File: src/rtl/spi_wpk_pkg.sv
package spi_wpk_pkg;
    localparam int BYTE_W     = 8;
    localparam int WORD_BYTES = 4;
    localparam int WORD_W     = BYTE_W * WORD_BYTES;

    typedef logic [BYTE_W-1:0] byte_t;
    typedef logic [WORD_W-1:0] word_t;
    typedef logic [1:0]        lane_t;

    // Kind of register read seen on the bus this cycle
    typedef enum logic [1:0] {
        RD_NONE,
        RD_POP,
        RD_EMPTY,
        RD_STRAY
    } rd_kind_e;

    // Lane that holds the byte at offset off within its word
    function automatic lane_t lane_of(lane_t off, logic swap);
        return swap ? lane_t'(2'd3 - off) : off;
    endfunction

    function automatic byte_t lane_get(word_t w, lane_t l);
        return w[{l, 3'b000} +: BYTE_W];
    endfunction
endpackage

File: src/rtl/spi_wpk_word_fifo.sv
module spi_wpk_word_fifo #(
    parameter int DEPTH = 8,
    parameter int WIDTH = 32
) (
    input  logic             clk,
    input  logic             rst,
    input  logic             clr,
    input  logic             push,
    input  logic [WIDTH-1:0] push_data,
    input  logic             pop,
    output logic [WIDTH-1:0] head,
    output logic             full,
    output logic             empty
);
    localparam int PTR_W = $clog2(DEPTH);

    logic [WIDTH-1:0] mem [DEPTH];
    logic [PTR_W:0]   wr_ptr;
    logic [PTR_W:0]   rd_ptr;
    logic             do_push;
    logic             do_pop;

    assign empty   = (wr_ptr == rd_ptr);
    assign full    = (wr_ptr[PTR_W] != rd_ptr[PTR_W]) &&
                     (wr_ptr[PTR_W-1:0] == rd_ptr[PTR_W-1:0]);
    assign do_push = push && !full;
    assign do_pop  = pop && !empty;
    assign head    = mem[rd_ptr[PTR_W-1:0]];

    always_ff @(posedge clk) begin
        if (rst || clr) begin
            wr_ptr <= '0;
            rd_ptr <= '0;
        end else begin
            if (do_push) wr_ptr <= wr_ptr + 1'b1;
            if (do_pop)  rd_ptr <= rd_ptr + 1'b1;
        end
    end

    always_ff @(posedge clk) begin
        if (do_push && !rst && !clr) mem[wr_ptr[PTR_W-1:0]] <= push_data;
    end
endmodule

File: src/rtl/spi_wpk_tx_unpack.sv
module spi_wpk_tx_unpack
    import spi_wpk_pkg::*;
#(
    parameter int LEN_W = 6
) (
    input  logic             clk,
    input  logic             rst,
    input  logic             clr,
    input  logic             start,
    input  logic [LEN_W-1:0] len,
    input  logic             swap,
    input  word_t            head,
    input  logic             empty,
    input  logic             take,
    output logic             pop,
    output logic             byte_valid,
    output byte_t            byte_out
);
    logic [LEN_W-1:0] len_q;
    logic [LEN_W-1:0] cnt_q;
    lane_t            off_q;
    logic             active;
    logic             fire;
    logic             last;

    assign active     = (cnt_q < len_q);
    assign byte_valid = active && !empty;
    assign byte_out   = lane_get(head, lane_of(off_q, swap));
    assign fire       = byte_valid && take;
    assign last       = ((cnt_q + LEN_W'(1)) == len_q);
    // A word leaves after its fourth lane or the transfer's last byte
    assign pop        = fire && ((off_q == 2'd3) || last);

    always_ff @(posedge clk) begin
        if (rst || clr) begin
            len_q <= '0;
            cnt_q <= '0;
            off_q <= '0;
        end else if (start) begin
            len_q <= len;
            cnt_q <= '0;
            off_q <= '0;
        end else if (fire) begin
            cnt_q <= cnt_q + LEN_W'(1);
            off_q <= pop ? 2'd0 : off_q + 2'd1;
        end
    end
endmodule

File: src/rtl/spi_wpk_rx_pack.sv
module spi_wpk_rx_pack
    import spi_wpk_pkg::*;
#(
    parameter int LEN_W = 6
) (
    input  logic             clk,
    input  logic             rst,
    input  logic             clr,
    input  logic             start,
    input  logic [LEN_W-1:0] len,
    input  logic             swap,
    input  logic             in_valid,
    input  byte_t            in_byte,
    input  logic             full,
    output logic             ready,
    output logic             push,
    output word_t            push_word
);
    logic [LEN_W-1:0] len_q;
    logic [LEN_W-1:0] cnt_q;
    lane_t            off_q;
    word_t            acc_q;
    word_t            merged;
    lane_t            lane;
    logic             fire;
    logic             last;

    assign lane  = lane_of(off_q, swap);
    assign ready = (cnt_q < len_q) && !full;
    assign fire  = in_valid && ready;
    assign last  = ((cnt_q + LEN_W'(1)) == len_q);
    assign push  = fire && ((off_q == 2'd3) || last);
    assign push_word = merged;

    for (genvar g = 0; g < WORD_BYTES; g++) begin : g_lane
        assign merged[g*BYTE_W +: BYTE_W] =
            (lane == lane_t'(g)) ? in_byte : acc_q[g*BYTE_W +: BYTE_W];
    end

    always_ff @(posedge clk) begin
        if (rst || clr) begin
            len_q <= '0;
            cnt_q <= '0;
            off_q <= '0;
            acc_q <= '0;
        end else if (start) begin
            len_q <= len;
            cnt_q <= '0;
            off_q <= '0;
            acc_q <= '0;
        end else if (fire) begin
            cnt_q <= cnt_q + LEN_W'(1);
            off_q <= push ? 2'd0 : off_q + 2'd1;
            acc_q <= push ? '0 : merged;
        end
    end
endmodule

File: src/rtl/spi_word_port.sv
module spi_word_port
    import spi_wpk_pkg::*;
#(
    parameter int              ADDR_W     = 8,
    parameter logic [ADDR_W-1:0] TX_OFS   = 'h10,
    parameter logic [ADDR_W-1:0] RX_OFS   = 'h14,
    parameter int              FIFO_BYTES = 32,
    parameter int              LEN_W      = $clog2(FIFO_BYTES) + 1
) (
    input  logic              clk,
    input  logic              rst,
    input  logic              soft_clr,
    input  logic              bus_wr,
    input  logic              bus_rd,
    input  logic [ADDR_W-1:0] bus_addr,
    input  logic [31:0]       bus_wdata,
    output logic [31:0]       bus_rdata,
    input  logic              tx_swap,
    input  logic              rx_swap,
    input  logic              xfer_start,
    input  logic [LEN_W-1:0]  xfer_len,
    output logic              tx_byte_valid,
    output logic [7:0]        tx_byte,
    input  logic              tx_byte_take,
    input  logic              rx_byte_valid,
    input  logic [7:0]        rx_byte,
    output logic              rx_byte_ready,
    output logic              tx_ovf,
    output logic              rx_udf
);
    localparam int DEPTH = FIFO_BYTES / WORD_BYTES;

    word_t    tx_head;
    logic     tx_full;
    logic     tx_empty;
    logic     tx_pop;
    logic     tx_push;
    word_t    rx_head;
    logic     rx_full;
    logic     rx_empty;
    logic     rx_push;
    word_t    rx_word;
    rd_kind_e rd_kind;

    assign tx_push = bus_wr && (bus_addr == TX_OFS);

    always_comb begin
        rd_kind = RD_NONE;
        if (bus_rd) begin
            if (bus_addr == RX_OFS) rd_kind = rx_empty ? RD_EMPTY : RD_POP;
            else                    rd_kind = RD_STRAY;
        end
    end

    spi_wpk_word_fifo #(.DEPTH(DEPTH), .WIDTH(WORD_W)) tx_fifo_i (
        .clk(clk), .rst(rst), .clr(soft_clr),
        .push(tx_push), .push_data(bus_wdata), .pop(tx_pop),
        .head(tx_head), .full(tx_full), .empty(tx_empty)
    );

    spi_wpk_tx_unpack #(.LEN_W(LEN_W)) tx_unpack_i (
        .clk(clk), .rst(rst), .clr(soft_clr),
        .start(xfer_start), .len(xfer_len), .swap(tx_swap),
        .head(tx_head), .empty(tx_empty), .take(tx_byte_take),
        .pop(tx_pop), .byte_valid(tx_byte_valid), .byte_out(tx_byte)
    );

    spi_wpk_rx_pack #(.LEN_W(LEN_W)) rx_pack_i (
        .clk(clk), .rst(rst), .clr(soft_clr),
        .start(xfer_start), .len(xfer_len), .swap(rx_swap),
        .in_valid(rx_byte_valid), .in_byte(rx_byte), .full(rx_full),
        .ready(rx_byte_ready), .push(rx_push), .push_word(rx_word)
    );

    spi_wpk_word_fifo #(.DEPTH(DEPTH), .WIDTH(WORD_W)) rx_fifo_i (
        .clk(clk), .rst(rst), .clr(soft_clr),
        .push(rx_push), .push_data(rx_word), .pop(rd_kind == RD_POP),
        .head(rx_head), .full(rx_full), .empty(rx_empty)
    );

    // Registered read data and sticky error flags
    always_ff @(posedge clk) begin
        if (rst || soft_clr) begin
            bus_rdata <= '0;
            tx_ovf    <= 1'b0;
            rx_udf    <= 1'b0;
        end else begin
            unique case (rd_kind)
                RD_POP:   bus_rdata <= rx_head;
                RD_EMPTY: begin
                    bus_rdata <= '0;
                    rx_udf    <= 1'b1;
                end
                RD_STRAY: bus_rdata <= '0;
                default:  ;
            endcase
            if (tx_push && tx_full) tx_ovf <= 1'b1;
        end
    end
endmodule

File: config.mk
export PLATFORM = sky130hd
export DESIGN_NAME = spi_word_port
export DESIGN_NICKNAME = d
export VERILOG_FILES = /design/src/rtl/spi_wpk_pkg.sv /design/src/rtl/spi_wpk_word_fifo.sv /design/src/rtl/spi_wpk_tx_unpack.sv /design/src/rtl/spi_wpk_rx_pack.sv /design/src/rtl/spi_word_port.sv
export SDC_FILE = /design/constraint.sdc
export NUM_CORES = 1
export LEC_CHECK = 0
export BUFFER_PORTS_ARGS = -buffer_cell sky130_fd_sc_hd__buf_2
export CAP_MARGIN = 30
export CORE_AREA = 2 2 230 232
export CTS_BUF_LIST = sky130_fd_sc_hd__clkbuf_8 sky130_fd_sc_hd__clkbuf_16
export CTS_CLUSTER_DIAMETER = 200
export DETAILED_ROUTE_END_ITERATION = 7
export DIE_AREA = 0 0 232 234
export GPL_TIMING_DRIVEN = 0
export PLACE_DENSITY = 0.66
export SYNTH_ARGS = -nofsm -noshare
export SYNTH_HDL_FRONTEND = slang
export SYNTH_HIERARCHICAL = 1
export SYNTH_SLANG_ARGS = --single-unit
File: constraint.sdc
create_clock -name clk -period 8.4 [get_ports clk]
set_input_delay 1.26 -clock clk [delete_from_list [all_inputs] [get_ports clk]]
set_output_delay 1.26 -clock clk [all_outputs]
set_load 0.1 [all_outputs]
### Word level (Yosys, flattened, before mapping)

Memory sizes are Yosys's and may differ from the RTL's. A register that Yosys moved wholly into a read port is not among the register bits.
Cells that the tools add are included.
W data, S select, Z words.

* register bits after elaboration: 104
* memory bits (writable): 512
* memories: 2
* logic and storage cells: 98
* input bits: 64

* reduce and logical (&&, ||, !) cells: 31
* eq/ne operators: 18
* shift operators: 1
* add/sub/neg operators: 10
* magnitude comparators: 2
* mux-type cells: 21

Memory list
* rx_fifo_i.mem: depth 8, width 32, read ports 1, clocked after memory_dff 1, write ports 1, line spi_wpk_word_fifo.sv:17 `logic [WIDTH-1:0] mem [DEPTH];`
* tx_fifo_i.mem: depth 8, width 32, read ports 1, clocked after memory_dff 1, write ports 1, line spi_wpk_word_fifo.sv:17

Operators by type and width (number)
* $pmux W32 S2: 1
* $mux W32: 1
* $mux W8: 4
* $shiftx A32 B6 Y8: 1
* $logic_and A1 B1 Y1: 18
* $add A4 B1 Y4 const B: 4
* $eq A8 B5 Y1 const B: 2
* $mux W2: 7
* $add A6 B1 Y6 const B: 2
* $eq A2 B2 Y1 const B: 6
* $eq A6 B6 Y1: 2
* $lt A6 B6 Y1: 2
* $mux W3: 4
* $eq A4 B4 Y1: 2
* $eq A3 B3 Y1: 2
* $logic_not A1 Y1: 6
* $add A2 B1 Y2 const B: 2
* $eq A2 B1 Y1 const B: 2
* $mux W1: 4
* $reduce_or A2 Y1: 2
* $sub A2 B2 Y2 const A: 2
* $logic_or A1 B1 Y1: 3
* $logic_not A2 Y1: 1
* $ne A1 B1 Y1: 2
* $reduce_bool A2 Y1: 1

### Depth between registers and ports, before layout

* word-level depth: 11
* mapped depth: 12
* depth with buffers taken out: 10

### Cells and area by module

The synthesis kept the hierarchy.

Modules (own cells, without submodules)
* spi_wpk_word_fifo at rx_fifo_i: cells each 456, sequential area each 7907.6 um2, instances 1, area an instance 10573.9 um2
* spi_wpk_word_fifo at tx_fifo_i: cells each 442, sequential area each 7907.6 um2, instances 1, area an instance 10192.3 um2
* spi_wpk_rx_pack: cells each 294, sequential area each 920.9 um2, instances 1, area an instance 2571.2 um2
* spi_word_port: cells each 89, sequential area each 680.7 um2, instances 1, area an instance 1139.8 um2
* spi_wpk_tx_unpack: cells each 111, sequential area each 280.3 um2, instances 1, area an instance 1102.3 um2

### Least setup slack after synthesis

No wires, ideal clock.

* path type: input port to flip-flop
* start point: input port bus_addr[7]
* end point: memory tx_fifo_i.mem[1][0] (enable)
* required time: 7.898 ns
* buffers on the path: 0
* setup slack: 2.135 ns
* stages: 5
* data arrival time: 5.764 ns
* cells stage by stage: or4b_4 > or4_4 > nor2_1 > nand2b_1 > nor4_1

* cells in the longest elaborated chain, start to end: 7

RTL lines
* from (decl): line spi_word_port.sv:15 `input logic [ADDR_W-1:0] bus_addr,`
* $eq A8 B5 Y1: line spi_word_port.sv:45 `assign tx_push = bus_wr && (bus_addr == TX_OFS);`
* $logic_and A1 B1 Y1: line spi_word_port.sv:45
* via tx_push: line spi_word_port.sv:37 `logic tx_push;`
* $logic_and A1 B1 Y1: line spi_wpk_word_fifo.sv:26 `assign do_push = push && !full;`
* $logic_and A1 B1 Y1 (2 in series): line spi_wpk_word_fifo.sv:41 `if (do_push && !rst && !clr) mem[wr_ptr[PTR_W-1:0]] <= push_data;`
* $mux W1: line spi_wpk_word_fifo.sv:41
* $mux W1 (not written as such): line spi_wpk_word_fifo.sv:41
* to (decl): line spi_wpk_word_fifo.sv:17

The timed path passes the listed nets, and every way through them passes these cells.

==> results.md <==
- Fraction of final layout cells with drive strength greater than 1: 30.8%
- Number of rows in the core area: 84
- Yosys warnings: 6
- Cell family with most CP delay: buffers and inverters
- Final hold violation count: 0
- Max capacitance violation total: 0
- Setup-violating endpoint count in the final report: 0
- Worst EP required: 7140 ps
- Clock sink total: 628
- Final design instance area without fill: 29600 um2
- Placed cells: 2247
- Number of top-level pins: 108
- Chip Height: 234 um
- Gr ovfl total: 0
- Period utilisation layout: 59.8%
- Global routing usage on met1: 29.2%
- Routed length per placed instance: 23.3 um
- H-tree level count: 2
- Cell count of the worst reg-to-reg path: 12
- Count of buffer and inverter cells on the critical path: 3
- Async set-reset flop share out of synthesis: 0%
- Slowest-stage cell, CP: sky130_fd_sc_hd__clkbuf_1
- Peak supply drop: 0.000229 V
- Dominant cell type by count on the critical path: sky130_fd_sc_hd__clkbuf_1
- Post-Layout Cell Count: 2359
- Wire length reported by the detailed router: 55000 um
- Number of enable flip-flop cells after synthesis: 512
- Data arrival, critical path: 3760 ps
- Setup repair after global routing missed its margin: no
- Most Crowded Layer GR: met2
- Number of global-route vias before repair: 13821
- Headroom to the max-slew limit: 33.5%
- Largest incremental delay on the critical path: 690 ps
- Hold Path Origin: rx_pack_i/acc_q[31]$_SDFFE_PP0P_
- Number of cells on the worst hold path: 2
- WHS Endpoint: rx_pack_i/acc_q[31]$_SDFFE_PP0P_
- Worst Setup Path Type: reg2out
- Instance area at placement: 27700 um2
- Number of buffers inserted during clock tree synthesis: 61
- Die Span X: 232 um
- Area growth syn-to-layout: 15.7%
- Clock Pin Slew Worst Setup and Hold Paths: 60 ps
- Number of nets in the synthesized netlist: 1476
- Buffers added on ports: 106
- Final standard cell utilization of the core: 56.9%
- Cell chain of the critical path: clkbuf_1 > clkbuf_1 > mux4_2 > mux2_2 > mux4_1 > buf_2
- Detailed-routing iteration count for the pre-antenna-repair pass: 5
- Worst r2r src: rx_fifo_i/wr_ptr[0]$_SDFFE_PP0P_
- Worst-path fanout max: 10
- GPL Wtd Cong: 0.837
- Netlist Area Pre-Place: 25600 um2
- Effective utilization at floorplan: 49.2%
- Post_cts resized: 0
- Global-route wire length before repair: 83200 um
- Post-route DRC: 0
- Global-route track usage on met2: 32.8%
- HPWL Detailed: 38100 um
- Slew Viols, Final: 0
- Number of nets at the end of the flow: 1707
- GRT Overall Usage: 20.5%
- Power consumption: 6.04 mW
- Clock skew after layout: 14.9 ps
- Global Route met3 Usage: 3.71%
- Standby leakage power: 9.73 nW
- Synth Register Bits: 628
- Via count: 13675
- Worst path setup slack after routing: 3380 ps
- Insertion delay to the later sink of the worst-skew pair: 630 ps
- Setup TNS after final layout: 0 ps
- Cell at the root of the clock tree: sky130_fd_sc_hd__clkbuf_16
- Die area: 54300 um2
- Antenna violations before repair: 2
- Kind of path behind the tightest hold check: reg2reg
- CORE AREA: 52000 um2
- Run status: completed
- Maximum buffer depth of the clock tree: 3
- FF-to-FF End: rx_fifo_i/mem[2][21]$_DFFE_PP_
- Unique cell type count in the Yosys netlist: 64
- Detailed Route Iter0 Violations: 953
- Minimum period implied by the final worst setup slack: 5020 ps
- Synth Instances: 1392
- Buffers inserted during post-CTS setup optimization: 0
- Most used DFF post-synth: sky130_fd_sc_hd__edfxtp_1
- Min Hold Slack: 457 ps
- Setup slack after placement: 3690 ps
- Routed via count divided by cell count: 5.80
- Antenna-violating nets left: 0
- Mean instance size in the synthesized netlist: 18.4 um2
- Largest net degree at the start of global routing: 21
- Sequential share of the synthesized area: 69.2%
- Endpoint class of the critical path: primary output
- Peak Freq: 199 MHz
- Hold_buf cts: 0
- Power per cell area: 204 nW/um2
- Clock tree from TritonCTS: yes
- Crit start category: register
- Actual slew at the worst max-slew pin: 993 ps
- FF-to-FF setup slack: 4020 ps
==> worst register-to-register path: cells and delay by family (launching register included) <==
family          cells  cell delay (ps)
compound gates      2              660
buf+inv             4             1140
simple gates        5             1740
flops               1              330
xor+xnor            1              220
==> cells in the mapped netlist (all sizes together), types with 2 or more instances <==
cell      n  area share, %
mux2i    35            1.4
xnor2    22           0.75
a211o     2          0.068
nor4     15           0.48
mux4    136             13
or3      18           0.46
clkbuf   40           0.71
nand2    35           0.51
a21oi     9           0.18
nor3b     2          0.059
inv      27           0.40
nand2b   11           0.27
o41ai    10           0.45
o41a      3           0.13
ha       20           0.98
mux2     88            4.0
xor2     16           0.62
dfxtp   116            9.1
nand3b    4           0.12
or2       7           0.17
or4       3           0.10
a311oi    2          0.068
nand3    44           0.86
buf      35            1.1
a31oi     3          0.073
a22o     32            1.1
nor3     15           0.36
nand4    33           0.81
nor2     45           0.67
edfxtp  512             60
a32o      2          0.078
o211ai    3          0.088
o21ai    32           0.64
a41oi     2          0.068
nor4b     3           0.13
or4b      2           0.11
==> flip-flops by register name, summed over array words and instances, names as in the netlist, 6 cells and up, named ones only <==
| name | count |
|---|---|
| bus_rdata | 32 |
| rx_fifo_i/mem | 256 |
| rx_pack_i/acc_q | 32 |
| rx_pack_i/cnt_q | 6 |
| rx_pack_i/len_q | 6 |
| tx_fifo_i/mem | 256 |
| tx_unpack_i/cnt_q | 6 |
| tx_unpack_i/len_q | 6 |
==> cells in the final DEF (no fill, tap or decap), types with 10 or more instances in the layout <==
| master | netlist | routed |
|---|---|---|
| sky130_fd_sc_hd__edfxtp_1 | 512 | 512 |
| sky130_fd_sc_hd__buf_2 | 13 | 119 |
| sky130_fd_sc_hd__dfxtp_1 | 116 | 116 |
| sky130_fd_sc_hd__mux4_2 | 97 | 97 |
| sky130_fd_sc_hd__mux2_2 | 77 | 77 |
| sky130_fd_sc_hd__clkbuf_16 | 0 | 61 |
| sky130_fd_sc_hd__buf_6 | 16 | 51 |
| sky130_fd_sc_hd__inv_1 | 27 | 49 |
| sky130_fd_sc_hd__nand3_1 | 44 | 44 |
| sky130_fd_sc_hd__nor2_1 | 44 | 41 |
| sky130_fd_sc_hd__mux4_1 | 39 | 39 |
| sky130_fd_sc_hd__clkbuf_1 | 36 | 36 |
| sky130_fd_sc_hd__nand2_1 | 35 | 35 |
| sky130_fd_sc_hd__nand4_1 | 33 | 33 |
| sky130_fd_sc_hd__mux2i_1 | 33 | 33 |
| sky130_fd_sc_hd__a22o_1 | 32 | 32 |
| sky130_fd_sc_hd__o21ai_0 | 29 | 29 |
| sky130_fd_sc_hd__buf_4 | 2 | 23 |
| sky130_fd_sc_hd__xnor2_1 | 22 | 21 |
| sky130_fd_sc_hd__ha_1 | 20 | 20 |
| sky130_fd_sc_hd__or3_1 | 17 | 17 |
| sky130_fd_sc_hd__xor2_1 | 15 | 15 |
| sky130_fd_sc_hd__nand2b_1 | 11 | 11 |
| sky130_fd_sc_hd__mux2_4 | 11 | 11 |
| sky130_fd_sc_hd__nor3_2 | 1 | 10 |
==> cells by family (layout without fill, tap and decap cells) <==
family | after synthesis | count (layout) | share of synthesized area (%)
AOI/OAI and AO/OA | 104 | 104 | 3.06
other | 0 | 3 | 0
xor gates and xnor gates | 38 | 38 | 1.37
adders and majority gates | 20 | 20 | 0.978
muxes | 259 | 259 | 18.0
buffers and inverters | 104 | 380 | 2.24
DFF | 628 | 628 | 69.2
and+or+nand+nor | 239 | 239 | 5.18
==> report_power, final <==
part	internal [mW]	switching (mW)
combinational	0.0401	0.108
sequential	3.35	0.00269
clock	1.40	1.14
total	4.79	1.25
==> worst max path at each step <==
| stage | cells past startpoint | endpoint | from |
|---|---|---|---|
| finish | 6 | tx_byte[5] | register |
| global route | 6 | tx_byte[5] | register |
| CTS | 6 | tx_byte[5] | register |
| detailed placement | 8 | tx_fifo_i/mem[2][29]$_DFFE_PP_ | bus_addr[7] |
| global placement | 7 | rx_fifo_i/mem[0][16]$_DFFE_PP_ | rx_byte_valid |
| floorplan | 5 | tx_fifo_i/mem[1][0]$_DFFE_PP_ | bus_addr[7] |
==> metal layers <==
layer	vias up	share of wire, %
met2	384	48
li1	6129	-
met1	7075	44
met5	-	0.015
met4	2	2.1
met3	85	6.1
==> final cells by class <==
type,instances,area (um2)
repair buffers,168,1190
fillers,3936,22400
clock buffers,63,1550
inverters,28,105
clock inverters,45,313
flip-flops and latches,628,17700
multi-input cells,660,7410
plain buffers,76,468
diodes,3,7.51
well taps,688,861
Power figures use the tool's default switching activity.
